## src/rtl/dbga_pkg.sv

```systemverilog
package dbga_pkg;

    typedef enum logic [1:0] {
        SZ_BYTE = 2'b00,
        SZ_HALF = 2'b01,
        SZ_WORD = 2'b10,
        SZ_BAD  = 2'b11
    } size_e;

    typedef enum logic [1:0] {
        ST_IDLE,
        ST_BUS,
        ST_HOLD,
        ST_WAIT
    } state_e;

    localparam logic [1:0] SEL_ADDR = 2'd0;
    localparam logic [1:0] SEL_DATA = 2'd1;
    localparam logic [1:0] SEL_CSR  = 2'd2;

    localparam int DIR_BIT   = 2;
    localparam int CNT_LSB   = 8;
    localparam int CNT_SPAN  = 8;
    localparam int RDY_BIT   = 16;
    localparam int ERR_BIT   = 17;
    localparam int BUSY_BIT  = 18;

endpackage

```

## src/rtl/dbga_addr_gen.sv

```systemverilog
module dbga_addr_gen
    import dbga_pkg::*;
#(
    parameter int AW = 32
) (
    input  logic          clk,
    input  logic          rst_n,
    input  logic          load,
    input  logic [AW-1:0] load_val,
    input  logic          adv,
    input  size_e         size,
    output logic [AW-1:0] addr_q
);

    logic [AW-1:0] step;

    always_comb begin
        step = '0;
        unique case (size)
            SZ_BYTE: step = AW'(1);
            SZ_HALF: step = AW'(2);
            SZ_WORD: step = AW'(4);
            SZ_BAD:  step = '0;
        endcase
    end

    always_ff @(posedge clk or negedge rst_n) begin
        if (!rst_n) begin
            addr_q <= '0;
        end else if (load) begin
            addr_q <= load_val;
        end else if (adv) begin
            addr_q <= addr_q + step;
        end
    end

endmodule

```

## src/rtl/dbga_counter.sv

```systemverilog
module dbga_counter #(
    parameter int CW = 8
) (
    input  logic          clk,
    input  logic          rst_n,
    input  logic          load,
    input  logic [CW-1:0] load_val,
    input  logic          dec,
    output logic [CW-1:0] cnt_q,
    output logic          last
);

    always_ff @(posedge clk or negedge rst_n) begin
        if (!rst_n) begin
            cnt_q <= '0;
        end else if (load) begin
            cnt_q <= load_val;
        end else if (dec) begin
            cnt_q <= cnt_q - CW'(1);
        end
    end

    assign last = (cnt_q == CW'(1));

endmodule

```

## src/rtl/dbga_lane_mask.sv

```systemverilog
module dbga_lane_mask
    import dbga_pkg::*;
#(
    parameter int DW = 32
) (
    input  size_e         size,
    input  logic [DW-1:0] din,
    output logic [DW-1:0] dout
);

    always_comb begin
        dout = din;
        unique case (size)
            SZ_BYTE: dout = {{(DW-8){1'b0}},  din[7:0]};
            SZ_HALF: dout = {{(DW-16){1'b0}}, din[15:0]};
            SZ_WORD: dout = {{(DW-32){1'b0}}, din[31:0]};
            SZ_BAD:  dout = '0;
        endcase
    end

endmodule

```

## src/rtl/dbg_mem_access.sv

```systemverilog
module dbg_mem_access
    import dbga_pkg::*;
#(
    parameter int AW = 32,
    parameter int DW = 32,
    parameter int CW = 8
) (
    input  logic          clk,
    input  logic          rst_n,
    input  logic          reg_we,
    input  logic          reg_re,
    input  logic [1:0]    reg_addr,
    input  logic [DW-1:0] reg_wdata,
    output logic [DW-1:0] reg_rdata,
    output logic          xfer_ready,
    output logic          mem_req,
    output logic          mem_we,
    output logic [1:0]    mem_size,
    output logic [AW-1:0] mem_addr,
    output logic [DW-1:0] mem_wdata,
    input  logic [DW-1:0] mem_rdata,
    input  logic          mem_ack,
    input  logic          mem_err
);

    localparam int CNT_USE = (CW < CNT_SPAN) ? CW : CNT_SPAN;

    state_e        state_q, state_d;
    size_e         size_q;
    logic          dir_q;
    logic          err_q;
    logic          done_q;
    logic [DW-1:0] data_q;
    logic [AW-1:0] addr_q;
    logic [CW-1:0] cnt_q;
    logic          cnt_last;
    logic [DW-1:0] rd_masked;
    logic          busy;

    logic          addr_wr, data_wr, csr_wr, data_rd;
    logic          start, start_bad, start_zero;
    logic          bus_ok, bus_fail, step_done;
    size_e         size_in;
    logic [CW-1:0] cnt_in;

    assign addr_wr    = reg_we && (reg_addr == SEL_ADDR);
    assign data_wr    = reg_we && (reg_addr == SEL_DATA);
    assign csr_wr     = reg_we && (reg_addr == SEL_CSR);
    assign data_rd    = reg_re && (reg_addr == SEL_DATA);

    assign size_in    = size_e'(reg_wdata[1:0]);
    assign cnt_in     = CW'(reg_wdata[CNT_LSB +: CNT_USE]);
    assign start      = (state_q == ST_IDLE) && csr_wr;
    assign start_bad  = (size_in == SZ_BAD);
    assign start_zero = (cnt_in == '0);

    assign bus_fail   = (state_q == ST_BUS) && mem_err;
    assign bus_ok     = (state_q == ST_BUS) && mem_ack && !mem_err;
    assign step_done  = (bus_ok && dir_q) || ((state_q == ST_HOLD) && data_rd);

    dbga_addr_gen #(.AW(AW)) u_addr (
        .clk      (clk),
        .rst_n    (rst_n),
        .load     (addr_wr && (state_q == ST_IDLE)),
        .load_val (AW'(reg_wdata)),
        .adv      (step_done),
        .size     (size_q),
        .addr_q   (addr_q)
    );

    dbga_counter #(.CW(CW)) u_cnt (
        .clk      (clk),
        .rst_n    (rst_n),
        .load     (start),
        .load_val (cnt_in),
        .dec      (step_done),
        .cnt_q    (cnt_q),
        .last     (cnt_last)
    );

    dbga_lane_mask #(.DW(DW)) u_mask (
        .size (size_q),
        .din  (mem_rdata),
        .dout (rd_masked)
    );

    // state register
    always_ff @(posedge clk or negedge rst_n) begin
        if (!rst_n) begin
            state_q <= ST_IDLE;
        end else begin
            state_q <= state_d;
        end
    end

    // transitions
    always_comb begin
        state_d = state_q;
        unique case (state_q)
            ST_IDLE: begin
                if (start && !start_bad && !start_zero) begin
                    state_d = ST_BUS;
                end
            end
            ST_BUS: begin
                if (mem_err) begin
                    state_d = ST_IDLE;
                end else if (mem_ack) begin
                    if (!dir_q) begin
                        state_d = ST_HOLD;
                    end else if (cnt_last) begin
                        state_d = ST_IDLE;
                    end else begin
                        state_d = ST_WAIT;
                    end
                end
            end
            ST_HOLD: begin
                if (data_rd) begin
                    state_d = cnt_last ? ST_IDLE : ST_BUS;
                end
            end
            ST_WAIT: begin
                if (data_wr) begin
                    state_d = ST_BUS;
                end
            end
        endcase
    end

    // transfer attributes, flags and data register
    always_ff @(posedge clk or negedge rst_n) begin
        if (!rst_n) begin
            size_q <= SZ_BYTE;
            dir_q  <= 1'b0;
            err_q  <= 1'b0;
            done_q <= 1'b0;
            data_q <= '0;
        end else begin
            if (start) begin
                size_q <= size_in;
                dir_q  <= reg_wdata[DIR_BIT];
                err_q  <= start_bad;
                done_q <= !start_bad && start_zero;
            end else if (bus_fail) begin
                err_q  <= 1'b1;
            end else if (step_done && cnt_last) begin
                done_q <= 1'b1;
            end

            if (bus_ok && !dir_q) begin
                data_q <= rd_masked;
            end else if (data_wr && ((state_q == ST_IDLE) || (state_q == ST_WAIT))) begin
                data_q <= reg_wdata;
            end
        end
    end

    // outputs
    always_comb begin
        mem_req    = 1'b0;
        xfer_ready = 1'b0;
        busy       = 1'b1;
        unique case (state_q)
            ST_IDLE: begin
                busy       = 1'b0;
                xfer_ready = done_q;
            end
            ST_BUS:  mem_req    = 1'b1;
            ST_HOLD: xfer_ready = 1'b1;
            ST_WAIT: xfer_ready = 1'b1;
        endcase
    end

    assign mem_we    = dir_q;
    assign mem_size  = size_q;
    assign mem_addr  = addr_q;
    assign mem_wdata = data_q;

    always_comb begin
        reg_rdata = '0;
        unique case (reg_addr)
            SEL_ADDR: reg_rdata = DW'(addr_q);
            SEL_DATA: reg_rdata = data_q;
            SEL_CSR: begin
                reg_rdata[1:0]                = size_q;
                reg_rdata[DIR_BIT]            = dir_q;
                reg_rdata[CNT_LSB +: CNT_USE] = cnt_q[CNT_USE-1:0];
                reg_rdata[RDY_BIT]            = xfer_ready;
                reg_rdata[ERR_BIT]            = err_q;
                reg_rdata[BUSY_BIT]           = busy;
            end
            default: reg_rdata = '0;
        endcase
    end

endmodule

```

## config.mk

```make
export PLATFORM = sky130hd
export DESIGN_NAME = dbg_mem_access
export DESIGN_NICKNAME = d
export VERILOG_FILES = /design/src/rtl/dbga_pkg.sv /design/src/rtl/dbga_addr_gen.sv /design/src/rtl/dbga_counter.sv /design/src/rtl/dbga_lane_mask.sv /design/src/rtl/dbg_mem_access.sv
export SDC_FILE = /design/constraint.sdc
export NUM_CORES = 1
export LEC_CHECK = 0
export ABC_AREA = 0
export BUFFER_PORTS_ARGS = -buffer_cell sky130_fd_sc_hd__buf_4
export CORE_MARGIN = 5
export CORE_UTILIZATION = 55
export DETAILED_ROUTE_END_ITERATION = 7
export PLACE_DENSITY = 0.87
export SYNTH_ARGS = -nofsm -noshare
export SYNTH_HDL_FRONTEND = slang
export SYNTH_SLANG_ARGS = --single-unit
```

## constraint.sdc

```tcl
create_clock -name clk -period 4.05 [get_ports clk]
set_input_delay 0.81 -clock clk [delete_from_list [all_inputs] [get_ports clk]]
set_output_delay 0.81 -clock clk [all_outputs]
set_load 0.01 [all_outputs]
```

-- Word-level counts from Yosys, hierarchy flattened
Index checks and enable logic that the tools add are counted.
- $add $sub $neg: 2
- equality and inequality tests: 15
- multiplexer cells: 29
- reduce and logical (&&, ||, !) cells: 35
- operators with widths (operator ; count):
    $pmux W32 S4 ; 2
    $mux W32 ; 4
    $pmux W11 S3 ; 1
    $add A32 B32 Y32 ; 1
    $pmux W13 S2 ; 1
    $logic_and A1 B1 Y1 ; 17
    $mux W8 ; 2
    $mux W2 ; 7
    $eq A2 B2 Y1 const B ; 6
    $pmux W5 S2 ; 1
    $reduce_bool A2 Y1 ; 5
    $pmux W3 S3 ; 1
    $eq A8 B1 Y1 const B ; 1
    $logic_not A8 Y1 ; 1
    $mux W1 ; 8
    $pmux W2 S4 ; 1
    $sub A8 B1 Y8 const B ; 1
    $eq A2 B1 Y1 const B ; 3
    $logic_not A2 Y1 ; 3
    $ne A2 B2 Y1 const B ; 3
    $logic_not A1 Y1 ; 4
    $reduce_and A4 Y1 ; 1
    $ne A3 B3 Y1 const B ; 1
    $logic_or A1 B1 Y1 ; 2
    other kinds (4) ; 4
- register bits: 79
- input bits: 72
- output and inout port bits: 101
- word-level logic and storage cells: 89

-- Depth between registers and ports, before layout
Gate-level depths: netlist (run 1).
- word-level depth: 9
- gate-level depth with buffers: 9
- gate-level depth less buffers: 8

-- Hierarchy
From an unflattened synthesis (run 1), not the netlist that was laid out.
- cells, all modules: 600
- area, all modules: 5245.0 um^2
- by module, submodules not included (module ; times used ; cells each ; area each (um^2) ; sequential area each (um^2)):
    dbg_mem_access ; 1 ; 282 ; 2504.9 ; 975.9
    dbga_addr_gen ; 1 ; 232 ; 2040.7 ; 800.8
    dbga_counter ; 1 ; 50 ; 460.4 ; 200.2
    dbga_lane_mask ; 1 ; 36 ; 239.0 ; 0.0

-- Worst setup path after synthesis (run 1)
No wires, ideal clock.
- path type: input-to-output
- from: input port reg_addr[1]
- to: output port reg_rdata[10]
- data arrival time: 2.013 ns
- required time: 3.240 ns
- setup slack: 1.227 ns
- cell stages on the path: 4
- path buffers: 2
- cells stage by stage: clkbuf_1 -> buf_1 -> mux2i_1 -> o21ai_0
- word-level cells in the longest chain between the ends: 2
- elaborated cells between the ends (all ways): 4
- those cells by class: 2 x eq/ne; 1 x mux; 1 x reduce/logical
- ends and longest elaborated chain (item ; RTL line ; source):
    from (decl) ; dbg_mem_access.sv:12 ; input logic [1:0] reg_addr,
    $eq A2 B2 Y1 (tied with other cells) ; dbg_mem_access.sv:182 ; unique case (reg_addr)
    $pmux W11 S3 * ; dbg_mem_access.sv:182 ;
    to (decl) ; dbg_mem_access.sv:14 ; output logic [DW-1:0] reg_rdata,
Every way passes the cells marked *; elsewhere a longest branch is shown, timed or not.

-- Worst setup path after layout (run 1)
- from: input port reg_addr[0]
- to: output port reg_rdata[8]
The elaborated chain is that of the path after synthesis.

==> results of run 1 <==
-- sequential cells by signal, summed over array words and instances, names as in the netlist --
signal and count:
u_cnt.cnt_q 8, mem_wdata 32, u_addr.addr_q 32, state_q 2, mem_size 2, err_q 1, done_q 1, mem_we 1
-- per-layer routing --
metal,share of wire [%],wire length [um]
met1,41,6587
met2,49,7967
met4,2.8,456
met5,0,0
met3,7.5,1225
-- synthesized netlist by cell type, types with 5 or more instances --
cell type | count | share of area, %
dfrtp_1 | 79 | 40
mux2i_1 | 64 | 13
o21ai_0 | 63 | 6.3
nand2_1 | 62 | 4.7
nand3_1 | 48 | 4.8
nor2_1 | 43 | 3.2
clkbuf_1 | 23 | 1.7
xnor2_1 | 22 | 3.9
a21oi_1 | 21 | 2.1
nor3_1 | 14 | 1.4
inv_1 | 11 | 0.83
ha_1 | 10 | 2.5
xor2_1 | 10 | 1.8
nand4_1 | 7 | 0.88
buf_1 | 6 | 0.45
o211ai_1 | 6 | 0.90
o21ai_1 | 6 | 0.60
and3_1 | 5 | 0.63
buf_2 | 5 | 0.50
nor2b_1 | 5 | 0.63
nor4_1 | 5 | 0.63
or4_1 | 5 | 0.75
-- worst min path at each step --
stage                 start           end  slack (ns)  cells past startpoint
2_1_floorplan         rst_n        done_q        0.51                      0
3_3_place_gp         done_q        done_q        0.56                      2
3_5_place_dp         done_q        done_q        0.58                      2
4_1_cts              done_q        done_q        0.60                      2
5_1_grt              done_q        done_q        0.64                      2
6_report       mem_wdata[3]  mem_wdata[3]        0.61                      2
-- per-stage QoR --
step	cell area, sq um	utilization [%]	setup WS [ns]	total power [W]	hold slack (ns)
after global placement	6345	72.40	1.003	0.003618	0.5620
after global routing	6541	74.64	0.8262	0.004602	0.6404
after CTS	6541	74.64	0.9386	0.004324	0.6000
final	6541	74.64	0.8799	0.004342	0.6053
after floorplan	4985	-	1.227	0.002625	0.5144
after detailed placement	6345	72.40	0.9419	0.003718	0.5822
-- critical path: cells and delay by family --
| kind | cells | cell delay [ns] |
|---|---|---|
| buffers and inverters | 3 | 0.88 |
| AND/OR/NAND/NOR | 2 | 0.56 |
| AO/OA/AOI/OAI | 1 | 0.10 |
-- kinds of logic (layout without fill, tap and decap cells) --
logic type      after synthesis  after routing  synth area share (%)
simple gates                218            218                 22.11
compound gates              111            111                 12.42
flops                        79             79                 39.66
mux                          67             67                 13.53
buf+inv                      46            205                 3.740
xor+xnor                     32             32                 5.622
fa+ha+maj                    11             11                 2.912
-- final cells by class --
cell class | count | area share, %
clock buffer | 11 | 2.314
inverter | 11 | 0.6312
clock inverter | 4 | 0.6886
tap | 108 | 2.066
multi-input combinational | 439 | 43.34
timing repair buffer | 179 | 20.73
sequential | 79 | 30.22
-- where the power goes --
group	internal, W	switching [W]
sequential	0.00113	0.000512
combinational	0.00102	0.00107
clock	0.000312	0.000292
==> flow_metrics.py, run 1 <==
metrics = {
    "floorplanning": {
        "dieArea_sq_um": 11070,
        "ioPinCount": 173,
        "design.core.area_sq_um": 8763,
        "die_h_um": 105.2,
        "rows": 34,
        "start_util_pct": 56.88,
        "die_w_um": 105.2,
    },
    "global_routing": {
        "top_usage_layer": "met2",
        "grt_pass1_wl_um": 25780,
        "grt_max_degree": 80,
        "grtUsageMet2_pct": 46.34,
        "overflow": 0,
        "grt_pass1_vias": 5149,
        "met3_usage_pct": 4.439,
        "use_met1_pct": 37.53,
        "gr-usage-all-layers_pct": 28.44,
        "antenna_found_initial": 0,
    },
    "yosys": {
        "synthFlopType": "dfrtp_1",
        "ys_types": 52,
        "syn_nets": 647,
        "synth.yosys.seq_area_share_pct": 39.66,
        "ys_seq_elements": 79,
        "async_flop_share_pct": 100.0,
        "syn_inst": 564,
        "synth_warnings": 0,
        "synth_area_sq_um": 4985,
        "syn_area_per_cell_sq_um": 8.838,
        "synth_edf_count": 0,
    },
    "timing": {
        "finalHoldViolCount": 0,
        "timing.setup.tns_ns": 0,
        "final.period_utilization_pct": 78.28,
        "setup_violations": 0,
        "max_freq_mhz": 315.4,
        "clock_skew_ns": 0.01463,
        "rsz0062_at_grt": "no",
        "final.min_clock_period_ns": 3.170,
        "drv_slew": 0,
        "worst_pin_slew_ns": 1.011,
        "slew_headroom_pct": 32.60,
    },
    "flow_run": {
        "max_cap_viol_count": 0,
    },
    "clock_tree": {
        "root_buffer": "clkbuf_8",
        "cts_num_sinks": 79,
        "cts_tree": "done",
        "clk_pin_slew_ns": 0.07,
        "clk_latency_ns": 0.35,
        "clockBufferDepth": 2,
        "cts_setup_buffers": 0,
        "ctsResizeCount": 0,
        "holdBufCountCts": 0,
        "cts_inserted_buffers": 9,
        "htree_levels": 3,
    },
    "layout": {
        "final_cell_mix": "buf_4, dfrtp_1, mux2i_1",
        "mostFrequentLayoutCell": "buf_4",
        "multi_input_area_sq_um": 2835,
        "antennaDiodeCount": 0,
        "layout.cells.non_filler": 831,
        "regArea_sq_um": 1977,
        "drive_gt1_share_pct": 29.05,
        "syn2layout_area_growth_pct": 31.22,
        "fin_nets": 802,
        "n_fill_cell": 646,
    },
    "route": {
        "routed_via_density": 6.106,
        "via_count": 5074,
        "drt-pass1-iter-count": 5,
        "drtIter0Drc": 343,
        "drc_errors": 0,
        "avgRoutedWirePerCell_um": 19.54,
        "ant_nets": 0,
        "finalWirelength_um": 16240,
    },
    "placed_design": {
        "hpwl_um": 11860,
        "portBuffers": 172,
        "globalplace.congestion": 0.9302,
        "dp_cells": 816,
    },
    "worst_setup_path": {
        "path_cells": "buf_4 > nor2b_1 > buf_4 > nand2_1 > o21ai_0 > buf_4",
        "slowest_delay_ns": 0.50,
        "end_kind": "output port",
        "cp_common_cell": "buf_4",
        "worstPathArrival_ns": 2.36,
        "endpoint": "reg_rdata[8]",
        "rrSetupSlack_ns": 1.41,
        "r2r_end": "u_addr.addr_q[23]",
        "cp-start-kind": "primary input",
        "path_max_fanout": 38,
        "crit_slowest_cell": "nor2b_1",
        "worst-endpoint-required_ns": 3.24,
        "critical_path_class": "primary input to output port",
        "rr_worst_depth": 7,
        "rr_startpoint": "state_q[1]",
        "critPathLaunch": "reg_addr[0]",
    },
    "power": {
        "max-vdd-ir-drop_v": 0.0004139,
        "p_leak_nw": 2.890,
        "power_density_nw_per_um2": 663.8,
    },
    "worst_hold_path": {
        "hold_class": "flop to flop",
    },
    "run_status": {
        "status": "completed",
    },
}
Power figures use the tool's default switching activity.
==> run 2: changes to the inputs <==
--- a/config.mk
+++ b/config.mk
@@ -5,12 +5,12 @@
 export SDC_FILE = /design/constraint.sdc
 export NUM_CORES = 1
 export LEC_CHECK = 0
-export ABC_AREA = 0
+export ABC_AREA = 1
 export BUFFER_PORTS_ARGS = -buffer_cell sky130_fd_sc_hd__buf_4
 export CORE_MARGIN = 5
-export CORE_UTILIZATION = 55
+export CORE_UTILIZATION = 47
 export DETAILED_ROUTE_END_ITERATION = 7
-export PLACE_DENSITY = 0.87
+export PLACE_DENSITY = 0.78
 export SYNTH_ARGS = -nofsm -noshare
 export SYNTH_HDL_FRONTEND = slang
 export SYNTH_SLANG_ARGS = --single-unit
==> constraint.sdc (replaced) <==
create_clock -name clk -period 2.8 [get_ports clk]
set_input_delay 0.56 -clock clk [delete_from_list [all_inputs] [get_ports clk]]
set_output_delay 0.56 -clock clk [all_outputs]
set_load 0.01 [all_outputs]
==> run 2 against run 1 <==
Worst setup slack got worse by 0.36 ns. Combinational power increased by 72%. First-iteration DRC count increased by 20%. Power increased by 62%. Cell count increased by 32%. Core utilization decreased by 12 points. Flip-flop and latch count unchanged. Register-to-register slack got worse by 0.80 ns. Non-clock buffer count increased by 7.
==> flow_metrics.py, run 2 <==
metrics = {
    "layout": {
        "mostFrequentLayoutCell": "nand2_1",
        "drive_gt1_share_pct": 23.68,
        "syn2layout_area_growth_pct": 31.73,
        "antennaDiodeCount": 0,
        "final_cell_mix": "nand2_1, buf_4, nor2_1",
        "fin_nets": 1029,
        "layout.cells.non_filler": 1093,
    },
    "power": {
        "switching_share_pct": 44.76,
        "pwr-share-clk_pct": 15.7,
        "p_leak_nw": 3.419,
        "pwr-share-comb_pct": 51.1,
        "max-vdd-ir-drop_v": 0.0005434,
        "switching_power_w": 0.003153,
        "internal_power_w": 0.003890,
        "p_seq_share_pct": 33.3,
        "power_density_nw_per_um2": 994.8,
    },
    "worst_setup_path": {
        "worstPathArrival_ns": 1.72,
        "rrSetupSlack_ns": 0.61,
        "worst_path_dominant_cell_family": "simple AND/OR/NAND/NOR gates",
        "end_kind": "output port",
        "crit_buf_inv": 4,
        "cp-start-kind": "primary input",
        "path_cells": "buf_4 > inv_1 > nand2_1 > inv_1 > nand2_1 > nand3_1 > buf_4",
        "crit_slowest_cell": "nand2_1",
        "worst-endpoint-required_ns": 2.24,
        "path_max_fanout": 11,
        "critical_path_class": "primary input to output port",
        "slowest_delay_ns": 0.40,
    },
    "timing": {
        "whs_ns": 0.1493,
        "rsz0062_at_grt": "no",
        "final.min_clock_period_ns": 2.277,
        "clock_skew_ns": 0.01256,
        "drv_slew": 0,
        "max_freq_mhz": 439.1,
        "worst_pin_slew_ns": 0.5467,
        "timing.setup.tns_ns": 0,
        "slew_headroom_pct": 63.47,
        "final.period_utilization_pct": 81.33,
        "setup_violations": 0,
        "finalHoldViolCount": 0,
    },
    "floorplanning": {
        "rows": 39,
        "ioPinCount": 173,
        "design.core.area_sq_um": 11320,
        "die_w_um": 116.9,
        "dieArea_sq_um": 13680,
        "die_h_um": 116.9,
        "start_util_pct": 47.48,
    },
    "route": {
        "ant_nets": 0,
        "avgRoutedWirePerCell_um": 16.71,
        "via_count": 5894,
        "drtIter0Drc": 410,
        "routed_via_density": 5.392,
        "drt-pass1-iter-count": 6,
        "drc_errors": 0,
        "finalWirelength_um": 18260,
    },
    "global_routing": {
        "grt_pass1_vias": 5629,
        "grt_pass1_wl_um": 28460,
        "overflow": 0,
        "antenna_found_initial": 0,
        "grt_max_degree": 50,
        "gr-usage-all-layers_pct": 26.57,
    },
    "placed_design": {
        "portBuffers": 172,
        "globalplace.congestion": 0.9438,
        "hpwl_um": 13700,
        "dp_cells": 1078,
    },
    "yosys": {
        "syn_inst": 779,
        "netlist.area_leader.share_pct": 36.78,
        "syn_nets": 862,
        "synth_top_cell_by_area": "dfrtp_1",
        "ys_types": 35,
        "synth_warnings": 0,
        "synthFlopType": "dfrtp_1",
        "syn_area_per_cell_sq_um": 6.900,
        "ys_seq_elements": 79,
        "async_flop_share_pct": 100.0,
        "yosys.cell_count.top_type": "nand2_1",
        "synthTopCellsByArea": "dfrtp_1, nand2_1, nand3_1",
        "yosys-top-cells-count": "nand2_1, nor2_1, dfrtp_1",
        "synth.yosys.seq_area_share_pct": 36.78,
        "synth_area_sq_um": 5375,
        "synth_edf_count": 0,
    },
    "run_status": {
        "status": "completed",
    },
    "clock_tree": {
        "clk_pin_slew_ns": 0.07,
        "cts_num_sinks": 79,
        "clk_latency_ns": 0.34,
        "root_buffer": "clkbuf_16",
        "cts_inserted_buffers": 9,
        "htree_levels": 3,
        "clockBufferDepth": 2,
        "holdBufCountCts": 0,
        "cts_setup_buffers": 0,
        "cts_tree": "done",
        "ctsResizeCount": 0,
    },
    "worst_hold_path": {
        "hold_class": "primary input to asynchronous set/reset pin",
    },
    "flow_run": {
        "max_cap_viol_count": 0,
    },
}
run 2: cell types whose count changed in the layout (fill, tap and decap cells not counted), sizes merged, moves of 16 or more:
cell	previous run	this run
inv	11	71
nor2	43	91
nand2	62	277
a21oi	21	5
nand3	48	73
xnor2	22	4
a31oi	2	25
a22oi	2	23
mux2i	64	0
o21ai	71	46
run 2: worst paths after layout:
check | startpoint | to | cells after the start
worst max-delay path | reg_addr[0] | reg_rdata[13] | 7
worst min-delay path | rst_n | mem_wdata[9] | 1
worst max register to register | mem_size[0] | u_addr.addr_q[28] | 12
worst min register to register | done_q | done_q | 2
max in group asynchronous | rst_n | mem_wdata[29] | 2
min in group clk | reg_wdata[6] | u_addr.addr_q[6] | 3
run 2: layer usage:
metal | GRT usage (%) | part of all wire (%) | vias to the layer above
met1 | 35.12 | 42 | 2692
li1 | - | - | 2903
met3 | 5.707 | 8.3 | 36
met2 | 43.61 | 47 | 263
met5 | 0 | 0 | -
met4 | 8.639 | 1.9 | 0
run 2: cells by family after synthesis:
family	after synthesis	synth area share, %
flip-flops	79	36.78
AO/OA/AOI/OAI	129	15.27
XOR/XNOR	14	2.281
buffers and inverters	101	8.147
AND/OR/NAND/NOR	445	34.82
adder cells (fa/ha/maj)	11	2.700
run 2: layout make-up:
class,count,area (sq um)
timing repair buffer,186,1421
inverter,71,269.0
multi-input combinational,599,2960
fill,1078,4240
clock inverter,5,35.03
clock buffer,10,239.0
sequential,79,1977
tap,143,178.9
run 2: stage by stage:
step	setup WS, ns	instance area [sq um]	power [W]	util, %
after floorplan	0.8099	5375	0.004234	-
after global placement	0.5545	6807	0.005864	60.12
after detailed placement	0.5339	6807	0.005921	60.12
after CTS	0.5322	7081	0.007045	62.54
after global routing	0.4029	7081	0.007571	62.54
final	0.5227	7081	0.007043	62.54
run 2: power by group through the flow:
stage	clock, W	combinational, W	sequential (W)
2_1_floorplan	0	0.00184	0.00239
3_3_place_gp	0	0.00353	0.00233
3_5_place_dp	0	0.00359	0.00233
4_1_cts	0.00110	0.00361	0.00233
5_1_grt	0.00116	0.00398	0.00243
6_report	0.00110	0.00360	0.00234
